`config.mk`:
```
export PLATFORM = sky130hd
export DESIGN_NAME = kw_relevance_scorer
export DESIGN_NICKNAME = d
export VERILOG_FILES = /design/src/rtl/kw_pkg.sv /design/src/rtl/kw_slot.sv /design/src/rtl/kw_accum.sv /design/src/rtl/kw_relevance_scorer.sv
export SDC_FILE = /design/constraint.sdc
export NUM_CORES = 2
export LEC_CHECK = 0
export BUFFER_PORTS_ARGS = -buffer_cell sky130_fd_sc_hd__buf_2
export CAP_MARGIN = 15
export CORE_MARGIN = 8
export CORE_UTILIZATION = 50
export CTS_BUF_LIST = sky130_fd_sc_hd__clkbuf_16
export DETAILED_ROUTE_END_ITERATION = 10
export PLACE_DENSITY = 0.69
export SETUP_SLACK_MARGIN = 0.15
export SYNTH_ARGS = -nofsm -noshare
export SYNTH_HDL_FRONTEND = slang
export SYNTH_SLANG_ARGS = --single-unit
```
`constraint.sdc`:
```
create_clock -name clk_i -period 20 [get_ports clk_i]
set_input_delay 4 -clock clk_i [delete_from_list [all_inputs] [get_ports clk_i]]
set_output_delay 4 -clock clk_i [all_outputs]
set_load 0.02 [all_outputs]
```
`src/rtl/kw_pkg.sv`:
```
package kw_pkg;
  function automatic logic is_word_char(logic [7:0] c);
    return (c >= 8'h61 && c <= 8'h7a) || (c >= 8'h41 && c <= 8'h5a) ||
           (c >= 8'h30 && c <= 8'h39);
  endfunction

  function automatic logic [7:0] fold_case(logic [7:0] c);
    return (c >= 8'h41 && c <= 8'h5a) ? (c | 8'h20) : c;
  endfunction
endpackage

```
`src/rtl/kw_slot.sv`:
```
module kw_slot import kw_pkg::*; #(
  parameter int MAX_LEN = 16,
  parameter int W_W     = 8,
  localparam int LEN_W  = $clog2(MAX_LEN + 1),
  localparam int POS_W  = $clog2(MAX_LEN + 2),
  localparam int IDX_W  = $clog2(MAX_LEN)
) (
  input  logic                 clk_i,
  input  logic                 rst_ni,
  input  logic                 wr_i,
  input  logic [MAX_LEN*8-1:0] pat_i,
  input  logic [LEN_W-1:0]     len_i,
  input  logic [W_W-1:0]       weight_i,
  input  logic                 prefix_i,
  input  logic [7:0]           ch_i,
  input  logic                 char_i,
  input  logic                 bound_i,
  output logic                 hit_o,
  output logic [W_W-1:0]       weight_o
);
  localparam logic [POS_W-1:0] POS_MAX = POS_W'(MAX_LEN + 1);

  logic [7:0]       pat_q [MAX_LEN];
  logic [LEN_W-1:0] len_q;
  logic [W_W-1:0]   weight_q;
  logic             prefix_q;
  logic [POS_W-1:0] pos_q;
  logic             alive_q;
  logic [POS_W-1:0] len_x;
  logic             ch_ok;

  assign len_x = POS_W'(len_q);

  always_comb begin
    if (pos_q < len_x) ch_ok = (pat_q[pos_q[IDX_W-1:0]] == ch_i);
    else               ch_ok = prefix_q; // past the keyword: only root mode survives
  end

  assign hit_o    = bound_i & alive_q & (len_q != '0) &
                    (prefix_q ? (pos_q >= len_x) : (pos_q == len_x));
  assign weight_o = hit_o ? weight_q : '0;

  always_ff @(posedge clk_i or negedge rst_ni) begin
    if (!rst_ni) begin
      for (int k = 0; k < MAX_LEN; k++) pat_q[k] <= '0;
      len_q    <= '0;
      weight_q <= '0;
      prefix_q <= 1'b0;
      pos_q    <= '0;
      alive_q  <= 1'b1;
    end else if (wr_i) begin
      for (int k = 0; k < MAX_LEN; k++) pat_q[k] <= fold_case(pat_i[8*k +: 8]);
      len_q    <= (len_i > LEN_W'(MAX_LEN)) ? LEN_W'(MAX_LEN) : len_i;
      weight_q <= weight_i;
      prefix_q <= prefix_i;
      pos_q    <= '0;
      alive_q  <= 1'b1;
    end else if (bound_i) begin
      pos_q   <= '0;
      alive_q <= 1'b1;
    end else if (char_i) begin
      alive_q <= alive_q & ch_ok;
      if (pos_q != POS_MAX) pos_q <= pos_q + 1'b1;
    end
  end
endmodule

```
`src/rtl/kw_accum.sv`:
```
module kw_accum #(
  parameter int N   = 8,
  parameter int W_W = 8,
  parameter int S_W = 16,
  localparam int SUM_W = W_W + $clog2(N + 1)
) (
  input  logic                clk_i,
  input  logic                rst_ni,
  input  logic [N-1:0][W_W-1:0] wt_i,
  input  logic                add_i,
  input  logic                last_i,
  output logic [S_W-1:0]      acc_o,
  output logic [S_W-1:0]      score_o,
  output logic                done_o
);
  localparam logic [S_W-1:0] S_MAX = '1;

  logic [SUM_W-1:0] sum;
  logic [S_W:0]     total;
  logic [S_W-1:0]   sat;
  logic [S_W-1:0]   acc_q;

  always_comb begin
    sum = '0;
    for (int i = 0; i < N; i++) sum = sum + SUM_W'(wt_i[i]);
  end

  assign total = {1'b0, acc_q} + (S_W + 1)'(sum);
  assign sat   = total[S_W] ? S_MAX : total[S_W-1:0];
  assign acc_o = acc_q;

  always_ff @(posedge clk_i or negedge rst_ni) begin
    if (!rst_ni) begin
      acc_q   <= '0;
      score_o <= '0;
      done_o  <= 1'b0;
    end else begin
      done_o <= 1'b0;
      if (add_i) begin
        if (last_i) begin
          score_o <= sat;
          done_o  <= 1'b1;
          acc_q   <= '0;
        end else begin
          acc_q <= sat;
        end
      end
    end
  end
endmodule

```
`src/rtl/kw_relevance_scorer.sv`:
```
module kw_relevance_scorer import kw_pkg::*; #(
  parameter int N_SLOTS  = 8,
  parameter int MAX_LEN  = 16,
  parameter int W_WIDTH  = 8,
  parameter int S_WIDTH  = 16,
  localparam int SLOT_W  = $clog2(N_SLOTS),
  localparam int LEN_W   = $clog2(MAX_LEN + 1)
) (
  input  logic                 clk_i,
  input  logic                 rst_ni,
  input  logic                 ch_valid_i,
  input  logic [7:0]           ch_data_i,
  input  logic                 ch_last_i,
  output logic                 ch_ready_o,
  input  logic                 cfg_we_i,
  input  logic [SLOT_W-1:0]    cfg_slot_i,
  input  logic [MAX_LEN*8-1:0] cfg_pattern_i,
  input  logic [LEN_W-1:0]     cfg_len_i,
  input  logic [W_WIDTH-1:0]   cfg_weight_i,
  input  logic                 cfg_prefix_i,
  output logic [S_WIDTH-1:0]   score_o,
  output logic                 done_o
);
  logic                            ch_fire;
  logic                            word_ch;
  logic                            char_ev;
  logic                            bound_ev;
  logic [7:0]                      ch_fold;
  logic [N_SLOTS-1:0]              slot_hit;
  logic [N_SLOTS-1:0][W_WIDTH-1:0] slot_wt;
  logic [S_WIDTH-1:0]              acc;

  // config has priority over the stream
  assign ch_ready_o = ~cfg_we_i;
  assign ch_fire    = ch_valid_i & ch_ready_o;
  assign word_ch    = is_word_char(ch_data_i);
  assign char_ev    = ch_fire & ~ch_last_i & word_ch;
  assign bound_ev   = ch_fire & (ch_last_i | ~word_ch);
  assign ch_fold    = fold_case(ch_data_i);

  for (genvar g = 0; g < N_SLOTS; g++) begin : g_slot
    kw_slot #(.MAX_LEN(MAX_LEN), .W_W(W_WIDTH)) u_slot (
      .clk_i    (clk_i),
      .rst_ni   (rst_ni),
      .wr_i     (cfg_we_i && (cfg_slot_i == SLOT_W'(g))),
      .pat_i    (cfg_pattern_i),
      .len_i    (cfg_len_i),
      .weight_i (cfg_weight_i),
      .prefix_i (cfg_prefix_i),
      .ch_i     (ch_fold),
      .char_i   (char_ev),
      .bound_i  (bound_ev),
      .hit_o    (slot_hit[g]),
      .weight_o (slot_wt[g])
    );
  end

  kw_accum #(.N(N_SLOTS), .W_W(W_WIDTH), .S_W(S_WIDTH)) u_accum (
    .clk_i   (clk_i),
    .rst_ni  (rst_ni),
    .wt_i    (slot_wt),
    .add_i   (bound_ev),
    .last_i  (ch_last_i),
    .acc_o   (acc),
    .score_o (score_o),
    .done_o  (done_o)
  );
endmodule

```
==> impl_metrics.tcl <==
set metrics [dict create \
    outcome "finished, final reports clean" \
    fin_skew_ns 0.0273 \
    critPathMaxStageDelay_ns 0.91 \
    yosysTopAreaCell "dfrtp_1" \
    crit_required_ns 20.70 \
    fillers 10400 \
    placed_cells 7765 \
    finalHoldViolCount 0 \
    rows 126 \
    p_per_area_nw_per_um2 114 \
    cts_hold_buffers 0 \
    io_buffers 175 \
    seqPwrFrac_pct 43.2 \
    synth-edff-count 0 \
    wl_per_cell_microns 26.0 \
    clock_latency_ns 0.78 \
    area_growth_pct 9.83 \
    core-area_sq_um 118000 \
    clock_path_buffers 3 \
    p_switching_mw 2.47 \
    cts_sinks 1217 \
    ys.flop_type "dfrtp_1" \
    drive_above_1_share_pct 12.0 \
    slew_violations 0 \
    dr.pass1.iters 6 \
    finalCritPeriodShare_pct 66.9 \
    syn_inst 6471 \
    final-setup-viol-count 0 \
    period_minus_slack_ns 13.39 \
    ctsResizeCount 0 \
    min_path_type "reg -> reg" \
    end_kind "flop" \
    path_class "in -> reg" \
    die-height_microns 361 \
    synthTopCellsByCount "nand2_1 (3,217), dfrtp_1 (1,209), clkbuf_1 (423)" \
    timing.fmax_mhz 74.7 \
    grt_max_degree 185 \
    clockPowerShare_pct 32.4 \
    die_w_microns 361 \
    ios 176 \
    grt_pass1_vias 46100 \
    post_cts.repair.setup_buffers 0 \
    ys_ff_latch 1217 \
    synth.area.top_cells "dfrtp_1 (51%), nand2_1 (20%), mux4_2 (10%)" \
    grt.total_usage_pct 31.6 \
    avgSynthCellArea_sq_um 9.22 \
    cp.arrival_ns 14.09 \
    ant_nets 0 \
    drcViolationCount 0 \
    gp_congestion 0.975 \
    tightest_slew_ns 1.17 \
    cts_tree "yes" \
    clk_pin_slew_worst_paths_ns 0.06 \
    p_int_mw 4.97 \
    combinationalPowerShare_pct 24.4 \
    crit_top_cell "inv_1" \
    crit_fanout 19 \
    cp_slowest_cell "a21oi_1" \
    crit_path_start_kind "primary input" \
    htreeDepth 4 \
    nets 6655 \
    cts_root_buf "clkbuf_16" \
    cts_made_buffers 134 \
    rsz0062_at_grt "false" \
    irDropWorstVdd_v 0.0000940 \
    synth-async-reset-ratio_pct 100 \
    synth.distinct_cells 71 \
    first_iter_violations 5936 \
    ys_seq_area_share_pct 51.1 \
    layoutNonFillerInstCount 8025 \
    routed_wl_mm 209 \
    antenna_found_initial 34 \
    swShare_pct 33.2 \
    yosysTopAreaCellShare_pct 50.7 \
    viasPerCell 5.93 \
    ys_warn_count 0 \
    grt_overflow 0 \
    die-area_sq_um 131000 \
    cap_viol_max_count 0 \
    grt_pass1_wl_mm 307 \
    leakage_nw 32.8 \
    synthMostInstantiatedCell "nand2_1" \
    dp_hpwl_mm 137 \
    netlist_area_sq_um 59600 \
    fin_util_pct 55.4 \
    fin_setup_tns_ns 0 \
    start_util_pct 50.4 \
    num_vias 47600 \
    syn_nets 6760 \
    slew_headroom_pct 21.7 \
]
-- power by group through the flow --
stage / clock network (mW) / registers (mW) / logic, mW
2_1_floorplan: 0 / 3.13 / 1.16
3_3_place_gp: 0 / 3.23 / 1.74
3_5_place_dp: 0 / 3.25 / 1.78
4_1_cts: 2.43 / 3.21 / 1.79
5_1_grt: 2.52 / 3.27 / 1.93
6_report: 2.41 / 3.22 / 1.81
-- cell type report --
cell class	count	area (sq um)	share of cell area, %
diodes	15	37.5	0.0573
clock buffers	136	3400	5.20
clock inverters	108	820	1.25
inverters	144	541	0.825
multi-input cells	4612	26700	40.8
flip-flops and latches	1217	30500	46.6
well taps	1536	1920	2.93
repair buffers	257	1540	2.35
-- per-stage QoR --
stage	total power, mW	hold slack (ns)	worst slack [ns]	cell area, sq um
6_report	7.44	0.467	6.61	65500
5_1_grt	7.72	0.479	6.02	65500
4_1_cts	7.43	0.470	6.76	65500
3_5_place_dp	5.03	0.455	6.01	61200
3_3_place_gp	4.97	0.450	6.27	61200
2_1_floorplan	4.30	0.437	7.93	59600
-- placed cells by master (no fill, tap or decap), types with 35 or more instances in the layout --
cell type	count
nand2_1	3214
o21ai_0	257
mux4_2	272
and2_1	39
nor2_1	89
buf_2	175
inv_1	167
xnor2_1	54
a21oi_1	87
nand3_1	41
ha_1	91
clkinv_1	35
buf_4	78
clkbuf_16	136
dfrtp_1	1194
mux2i_1	59
fa_1	40
-- sequential cells by signal, summed over array words and instances, names as in the netlist --
signal / count
g_slot.u_slot.prefix_q: 8
g_slot.u_slot.pos_q: 40
g_slot.u_slot.weight_q: 64
u_accum.done_o: 1
g_slot.u_slot.alive_q: 8
g_slot.u_slot.pat_q: 1024
u_accum.acc_o: 16
u_accum.score_o: 16
g_slot.u_slot.len_q: 40
-- worst paths after layout --
kind | from | endpoint | slack (ns) | cells past startpoint
worst max-delay path | ch_data_i[2] | u_accum.score_o[13] | 6.61 | 38
worst min-delay path | g_slot[5].u_slot.pat_q[66] | g_slot[5].u_slot.pat_q[66] | 0.47 | 2
worst max register to register | g_slot[0].u_slot.pos_q[1] | u_accum.score_o[13] | 9.74 | 38
worst min register to register | g_slot[5].u_slot.pat_q[66] | g_slot[5].u_slot.pat_q[66] | 0.47 | 2
max in group asynchronous | rst_ni | g_slot[1].u_slot.pat_q[99] | 13.62 | 4
min in group asynchronous | rst_ni | g_slot[0].u_slot.pos_q[2] | 3.23 | 1
-- worst max-delay path, delay by kind of cell --
| kind | cells | cell delay (ns) |
|---|---|---|
| compound gates | 13 | 3.42 |
| xor+xnor | 1 | 0.13 |
| fa+ha+maj | 8 | 3.40 |
| buf+inv | 8 | 0.77 |
| mux | 1 | 0.16 |
| simple gates | 7 | 2.13 |
-- routing by layer --
layer / routed length (microns) / share of wire, % / up-vias / track usage (%)
li1: - / - / 20700 / -
met2: 93800 / 45 / 2551 / 48.3
met1: 77400 / 37 / 23700 / 40.2
met5: 131 / 0.063 / - / 0
met3: 21700 / 10 / 652 / 8.09
met4: 15500 / 7.4 / 20 / 19.9
-- logic make-up (layout without fill, tap and decap cells) --
family | Yosys count | count (layout) | share of synthesized area, %
AND/OR/NAND/NOR | 3560 | 3560 | 23.5
flip-flops | 1217 | 1217 | 51.1
buffers and inverters | 642 | 645 | 4.30
AO/OA/AOI/OAI | 494 | 494 | 4.89
multiplexers | 349 | 349 | 11.8
adder cells (fa/ha/maj) | 131 | 131 | 3.25
XOR/XNOR | 78 | 78 | 1.15
other | 0 | 15 | 0
Note: power is estimated with default switching activity, not from simulation.
